`src/rtl/acc_sat_pkg.sv`:
```
package acc_sat_pkg;

  typedef enum logic [1:0] {
    MODE_SAT40     = 2'b00,
    MODE_SAT32     = 2'b01,
    MODE_WRAP_TRAP = 2'b10,
    MODE_RAW       = 2'b11
  } sat_mode_e;

endpackage

```
`src/rtl/acc_sat_clamp.sv`:
```
module acc_sat_clamp
  import acc_sat_pkg::*;
#(
  parameter int ACC_W   = 40,
  parameter int GUARD_W = 8
) (
  input  sat_mode_e        mode,
  input  logic [ACC_W-1:0] sum,
  input  logic             ovf39,
  input  logic             trap_en,
  output logic [ACC_W-1:0] val,
  output logic             ovf_flag,
  output logic             sat_evt,
  output logic             trap_evt
);

  localparam int LOW_B = ACC_W - GUARD_W - 1;
  localparam int SPAN  = GUARD_W + 1;

  localparam logic [ACC_W-1:0] MAX_WIDE   = {1'b0, {(ACC_W-1){1'b1}}};
  localparam logic [ACC_W-1:0] MIN_WIDE   = {1'b1, {(ACC_W-1){1'b0}}};
  localparam logic [ACC_W-1:0] MAX_NARROW = {{SPAN{1'b0}}, {LOW_B{1'b1}}};
  localparam logic [ACC_W-1:0] MIN_NARROW = {{SPAN{1'b1}}, {LOW_B{1'b0}}};

  function automatic logic spills(input logic [ACC_W-1:0] v);
    logic [SPAN-1:0] top;
    top = v[ACC_W-1:LOW_B];
    return !((&top) || !(|top));
  endfunction

  logic true_neg;
  logic narrow_out;

  always_comb begin
    true_neg   = ovf39 ? ~sum[ACC_W-1] : sum[ACC_W-1];
    narrow_out = ovf39 || spills(sum);
    val        = sum;
    sat_evt    = 1'b0;
    trap_evt   = 1'b0;
    unique case (mode)
      MODE_SAT40: begin
        if (ovf39) begin
          val     = true_neg ? MIN_WIDE : MAX_WIDE;
          sat_evt = 1'b1;
        end
      end
      MODE_SAT32: begin
        if (narrow_out) begin
          val     = true_neg ? MIN_NARROW : MAX_NARROW;
          sat_evt = 1'b1;
        end
      end
      MODE_WRAP_TRAP: begin
        sat_evt  = ovf39;
        trap_evt = ovf39 && trap_en;
      end
      default: begin
      end
    endcase
    ovf_flag = (mode == MODE_SAT32) ? 1'b0 : spills(val);
  end

  // a wide overflow always produces one of the two wide limits
  always_comb begin
    if (mode == MODE_SAT40 && ovf39) begin
      p_clamp40_r2: assert (val == MAX_WIDE || val == MIN_WIDE);
    end
  end

  // a narrow clamp result always sits inside the 1.31 range
  always_comb begin
    if (mode == MODE_SAT32) begin
      p_narrow_fit_r3: assert (!spills(val));
    end
  end

endmodule

```
`src/rtl/acc_sat_slice.sv`:
```
module acc_sat_slice #(
  parameter int ACC_W = 40
) (
  input  logic             clk,
  input  logic             rst,
  input  logic             wr,
  input  logic             clr,
  input  logic [ACC_W-1:0] val,
  input  logic             ovf_in,
  input  logic             sat_evt,
  output logic [ACC_W-1:0] acc_q,
  output logic             ovf_q,
  output logic             sat_q
);

  always_ff @(posedge clk) begin
    if (rst) begin
      acc_q <= '0;
      ovf_q <= 1'b0;
      sat_q <= 1'b0;
    end else begin
      if (wr) begin
        acc_q <= val;
        ovf_q <= ovf_in;
      end
      if (wr && sat_evt) begin
        sat_q <= 1'b1;
      end else if (clr) begin
        sat_q <= 1'b0;
      end
    end
  end

  // sticky until cleared
  p_sticky_r8: assert property (@(posedge clk) disable iff (rst)
    (sat_q && !clr) |=> sat_q);

  // a setting event wins over a clear in the same cycle
  p_set_wins_r8: assert property (@(posedge clk) disable iff (rst)
    (wr && sat_evt) |=> sat_q);

  // an unselected slice holds its value and overflow flag
  p_hold_r10: assert property (@(posedge clk) disable iff (rst)
    !wr |=> ($stable(acc_q) && $stable(ovf_q)));

endmodule

```
`src/rtl/acc_sat_ctrl.sv`:
```
module acc_sat_ctrl
  import acc_sat_pkg::*;
#(
  parameter int ACC_W   = 40,
  parameter int GUARD_W = 8
) (
  input  logic             clk,
  input  logic             rst,
  input  logic             wr_en,
  input  logic             tgt_sel,
  input  logic [1:0]       mode,
  input  logic             trap_en,
  input  logic [ACC_W-1:0] sum_in,
  input  logic             sum_ovf39,
  input  logic [1:0]       clr_sat,
  output logic [ACC_W-1:0] acc_a,
  output logic [ACC_W-1:0] acc_b,
  output logic             ovf_a,
  output logic             ovf_b,
  output logic             sat_a,
  output logic             sat_b,
  output logic             ovf_any,
  output logic             sat_any,
  output logic             trap_req
);

  localparam int NUM_ACC = 2;

  sat_mode_e        mode_e;
  logic [ACC_W-1:0] new_val;
  logic             new_ovf;
  logic             new_sat;
  logic             new_trap;
  logic [ACC_W-1:0] acc_arr [NUM_ACC];
  logic [NUM_ACC-1:0] ovf_vec;
  logic [NUM_ACC-1:0] sat_vec;
  logic             trap_q;

  assign mode_e = sat_mode_e'(mode);

  acc_sat_clamp #(
    .ACC_W  (ACC_W),
    .GUARD_W(GUARD_W)
  ) u_clamp (
    .mode    (mode_e),
    .sum     (sum_in),
    .ovf39   (sum_ovf39),
    .trap_en (trap_en),
    .val     (new_val),
    .ovf_flag(new_ovf),
    .sat_evt (new_sat),
    .trap_evt(new_trap)
  );

  for (genvar g = 0; g < NUM_ACC; g++) begin : g_acc
    logic sel_here;
    assign sel_here = wr_en && (tgt_sel == g[0]);

    acc_sat_slice #(
      .ACC_W(ACC_W)
    ) u_slice (
      .clk    (clk),
      .rst    (rst),
      .wr     (sel_here),
      .clr    (clr_sat[g]),
      .val    (new_val),
      .ovf_in (new_ovf),
      .sat_evt(new_sat),
      .acc_q  (acc_arr[g]),
      .ovf_q  (ovf_vec[g]),
      .sat_q  (sat_vec[g])
    );
  end

  always_ff @(posedge clk) begin
    if (rst) begin
      trap_q <= 1'b0;
    end else begin
      trap_q <= wr_en && new_trap;
    end
  end

  assign acc_a    = acc_arr[0];
  assign acc_b    = acc_arr[1];
  assign ovf_a    = ovf_vec[0];
  assign ovf_b    = ovf_vec[1];
  assign sat_a    = sat_vec[0];
  assign sat_b    = sat_vec[1];
  assign ovf_any  = |ovf_vec;
  assign sat_any  = |sat_vec;
  assign trap_req = trap_q;

  // a trap only follows an enabled wide overflow in wrap mode
  p_trap_cause_r7: assert property (@(posedge clk) disable iff (rst)
    trap_req |-> $past(wr_en && mode == 2'b10 && sum_ovf39 && trap_en));

  // narrow mode never leaves the target's overflow flag set
  p_no_ovf_a_r4: assert property (@(posedge clk) disable iff (rst)
    (wr_en && mode == 2'b01 && !tgt_sel) |=> !ovf_a);
  p_no_ovf_b_r4: assert property (@(posedge clk) disable iff (rst)
    (wr_en && mode == 2'b01 && tgt_sel) |=> !ovf_b);

  // raw mode does not raise a clear saturation flag
  p_raw_quiet_r11: assert property (@(posedge clk) disable iff (rst)
    (wr_en && mode == 2'b11 && !tgt_sel && !sat_a && !clr_sat[0]) |=> !sat_a);

endmodule

```
`config.mk`:
```
export PLATFORM = sky130hd
export DESIGN_NAME = acc_sat_ctrl
export DESIGN_NICKNAME = d
export VERILOG_FILES = /design/src/rtl/acc_sat_pkg.sv /design/src/rtl/acc_sat_clamp.sv /design/src/rtl/acc_sat_slice.sv /design/src/rtl/acc_sat_ctrl.sv
export SDC_FILE = /design/constraint.sdc
export NUM_CORES = 1
export LEC_CHECK = 0
export BUFFER_PORTS_ARGS = -buffer_cell sky130_fd_sc_hd__buf_2
export CORE_MARGIN = 3
export CORE_UTILIZATION = 40
export CTS_CLUSTER_SIZE = 40
export DETAILED_ROUTE_END_ITERATION = 16
export GPL_TIMING_DRIVEN = 0
export PLACE_DENSITY = 0.74
export SLEW_MARGIN = 20
export SYNTH_ARGS = -nofsm -noshare
export SYNTH_HDL_FRONTEND = slang
export SYNTH_SLANG_ARGS = --single-unit
```
`constraint.sdc`:
```
create_clock -name clk -period 2.3 [get_ports clk]
set_clock_uncertainty 0.1 [all_clocks]
set_input_delay 0.46 -clock clk [delete_from_list [all_inputs] [get_ports clk]]
set_output_delay 0.46 -clock clk [all_outputs]
set_load 0.05 [all_outputs]
```
==> impl_results.md <==
- Status: completed
- Syn Inst Count: 277
- Slew at the pin closest to its max-slew limit: slightly above 0.6 ns
- Worst path cell trace: buf_2 > or4_4 > o21ai_2 > nand3_2 > buf_6 > o221a_1
- Power share of the clock group: a little under a third
- Setup violators final: 0
- Synth top area cells: dfxtp_1, o221a_1, a211oi_1
- Vert. Die Dim: between 90 and 100 µm
- Final max-slew violation count: 0
- CORE AREA: 7490 µm²
- Area Growth Syn to Fin: 31.1%
- Clock Sinks: 85
- Crit Path Class: input port to flip-flop
- Switch share: 34.3%
- Most common cell after layout, fill and taps aside: buf_2
- Final Hold Violating Endpoints: 0
- CTS resizes: 0
- Chip width: 95.2 µm
- R2r setup slk: 1.48 ns
- Most frequent cells in the layout: buf_2, dfxtp_1, o221a_1
- Avg WL per Cell: 17.3 µm
- Num CTS Buffers: 9
- CTS clk-pin slew, worst paths: 0.08 ns
- Port-buffer cells: ~130
- Int Power: 2.31 mW
- DR iter-0 viols: 129
- Largest net degree at the start of global routing: 17
- CP required: about 2.4 ns
- Initial core utilization: 42.5%
- Antenna diode count: 0
- Number of post-CTS setup repair buffers: 0
- Initial antenna violation count: 0
- Total Wirelength: around 9.1 mm
- DRC viols: 0
- Switching power: 1.21 mW
- DRT antenna net count: 0
- Post-Syn Area: 3180 µm²
- Global route overflow: 0
- Period Utilization, post-route: between 70 and 80%
- Fin Hold WS: roughly 0.26 ns
- Vias/cell: 5.53
- Tot GR Track Use: 20.4%
- Highest-delay cell along the critical path: or4_4
- Synth area leader: dfxtp_1
- TritonCTS clock tree: built
- Dpl hpwl: 6.68 mm
- Flop pwr share: a little under half
- Pwr/cell area: 843 nW/µm²
- Worst Hold Class: input port to flip-flop
- Final #Nets: 471
- Layout cells sized above 1: 41.3%
- Seq/Total Area, Yosys: 53.5%
- Synth Area per Inst: roughly 11 µm²
- TNS Setup: 0 ns
- Leakage: 1.86 nW
- Fill cells: just under 700
- Ports: 137
- Max H-tree Level: 3
- Critical path data arrival time: 1.92 ns
- Netlist cell types: 39
- Die area: ~9000 µm²
- RSZ-0062 raised after global routing: no
- Syn_nets: 327
- Max cap viols: 0
- Number of global-route vias before repair: 2828
- Fmax: 561 MHz
- Total number of vias: 2902
- Peak supply drop: 0.000472 V
- Clock latency on the worst-skew pair: roughly 0.35 ns
- Max-slew headroom: 58.6%
- Clk root buf: clkbuf_8
- Slowest cell delay on critical path: 0.54 ns
- # hold bufs at CTS: 0
- Combinational share of power: 23.0%
- Area taken by multi-input logic gates: approximately 1300 µm²
- Min Clock Period, post-route: 1.78 ns
- Syn. warnings: 0
- Max Buffers Root-to-Sink: 2
- Storage cell area: 1700 µm²
- Placement Rows: 31
- Crit-path max FO: 10
- Crit start category: input port
- Global-route wire length before repair: 14.4 mm
- Yosys top cell area share: 53.5%
- Pre-antenna DRT Iters: 4
- #FFs+latches synth: 85
- Critical path endpoint category: flip-flop
- Placer's final routability congestion estimate: 0.805
==> layout make-up <==
cell class | count | area share [%]
Buffer | 31 | 4.20
Clock buffer | 9 | 2.97
Clock inverter | 7 | 1.86
Inverter | 2 | 0.180
Multi-Input combinational cell | 159 | 31.1
Sequential cell | 85 | 40.8
Tap cell | 99 | 2.97
Timing Repair Buffer | 133 | 16.0
==> synth_stat cells <==
master     n
o21bai_1   1
a211oi_2   1
nor2_1    18
or4_4      1
o311ai_0   1
nor2b_1    2
a32oi_1    2
o211a_1    1
inv_1      2
nand4_1    3
clkbuf_1  14
a21oi_1   12
or3_1      1
a31oi_2    1
buf_2     11
nand3_1    2
o21ai_1    2
dfxtp_1   85
nand3_2    2
nor3b_1    1
a211oi_1  16
xnor2_1    2
o41ai_1    2
o22ai_1    1
buf_6      6
o21ai_0    2
and2_1     2
nor4b_1    1
or2_2      2
nor3_1     1
nand2_1    8
nand2b_1   2
nand3b_1   3
o221a_1   60
a211o_1    1
a31oi_1    1
or4_1      1
o221a_2    2
o21ai_2    1
==> critical path, delay by kind of cell <==
kind | cells | cell delay, ns
buffers and inverters | 2 | 0.31
AOI/OAI and AO/OA | 2 | 0.44
and+or+nand+nor | 2 | 0.71
==> power by group through the flow <==
stage	combinational [mW]	sequential (mW)	clock [mW]
2_1_floorplan	0.236	2.01	0
3_3_place_gp	0.804	1.66	0
3_5_place_dp	0.811	1.66	0
4_1_cts	0.814	1.63	1.11
5_1_grt	0.861	1.64	1.17
6_report	0.811	1.63	1.08
==> metrics by stage <==
| stage | cells | util [%] | instance area [µm²] | setup slack [ns] | total power [mW] |
|---|---|---|---|---|---|
| after global placement | 509 | 53.1 | 3970 | 0.173 | 2.46 |
| after detailed placement | 509 | 53.1 | 3970 | 0.159 | 2.47 |
| after floorplan | 277 | - | 3180 | 0.411 | 2.24 |
| after global routing | 525 | 55.7 | 4170 | 0.374 | 3.67 |
| after CTS | 525 | 55.7 | 4170 | 0.538 | 3.55 |
| final | 525 | 55.7 | 4170 | 0.517 | 3.52 |
==> state kept, by name, summed over array words and instances (netlist names) <==
signal and flops:
g_acc.u_slice.acc_q 80, g_acc.u_slice.ovf_q 2, g_acc.u_slice.sat_q 2, trap_req 1
==> layer usage <==
layer  share of wire, %  global-route usage (%)  wire length [µm]
met3                9.0                    6.31               820
met2                 46                    31.6              4180
met1                 44                    27.2              3990
met5                  0                       0                 0
met4                1.1                    6.13                98
==> worst paths after layout <==
path	startpoint	endpoint	depth (start not counted)
worst min register to register	g_acc[1].u_slice.acc_q[38]$_SDFFE_PP0P_	g_acc[1].u_slice.acc_q[38]$_SDFFE_PP0P_	2
worst max register to register	g_acc[0].u_slice.sat_q$_SDFFE_PP0P_	g_acc[0].u_slice.sat_q$_SDFFE_PP0P_	2
worst min-delay path	trap_en	trap_req$_SDFF_PP0_	2
worst max-delay path	sum_in[31]	g_acc[0].u_slice.acc_q[9]$_SDFFE_PP0P_	6
==> cells by family (layout without fill, tap and decap cells) <==
kind of cell,after synthesis,count (layout),synth area share (%)
DFF,85,85,53.5
xor gates and xnor gates,2,2,0.551
AOI/OAI and AO/OA,107,107,31.9
and+or+nand+nor,50,50,8.34
buffers and inverters,33,182,5.74
Note: power is estimated with default switching activity, not from simulation.
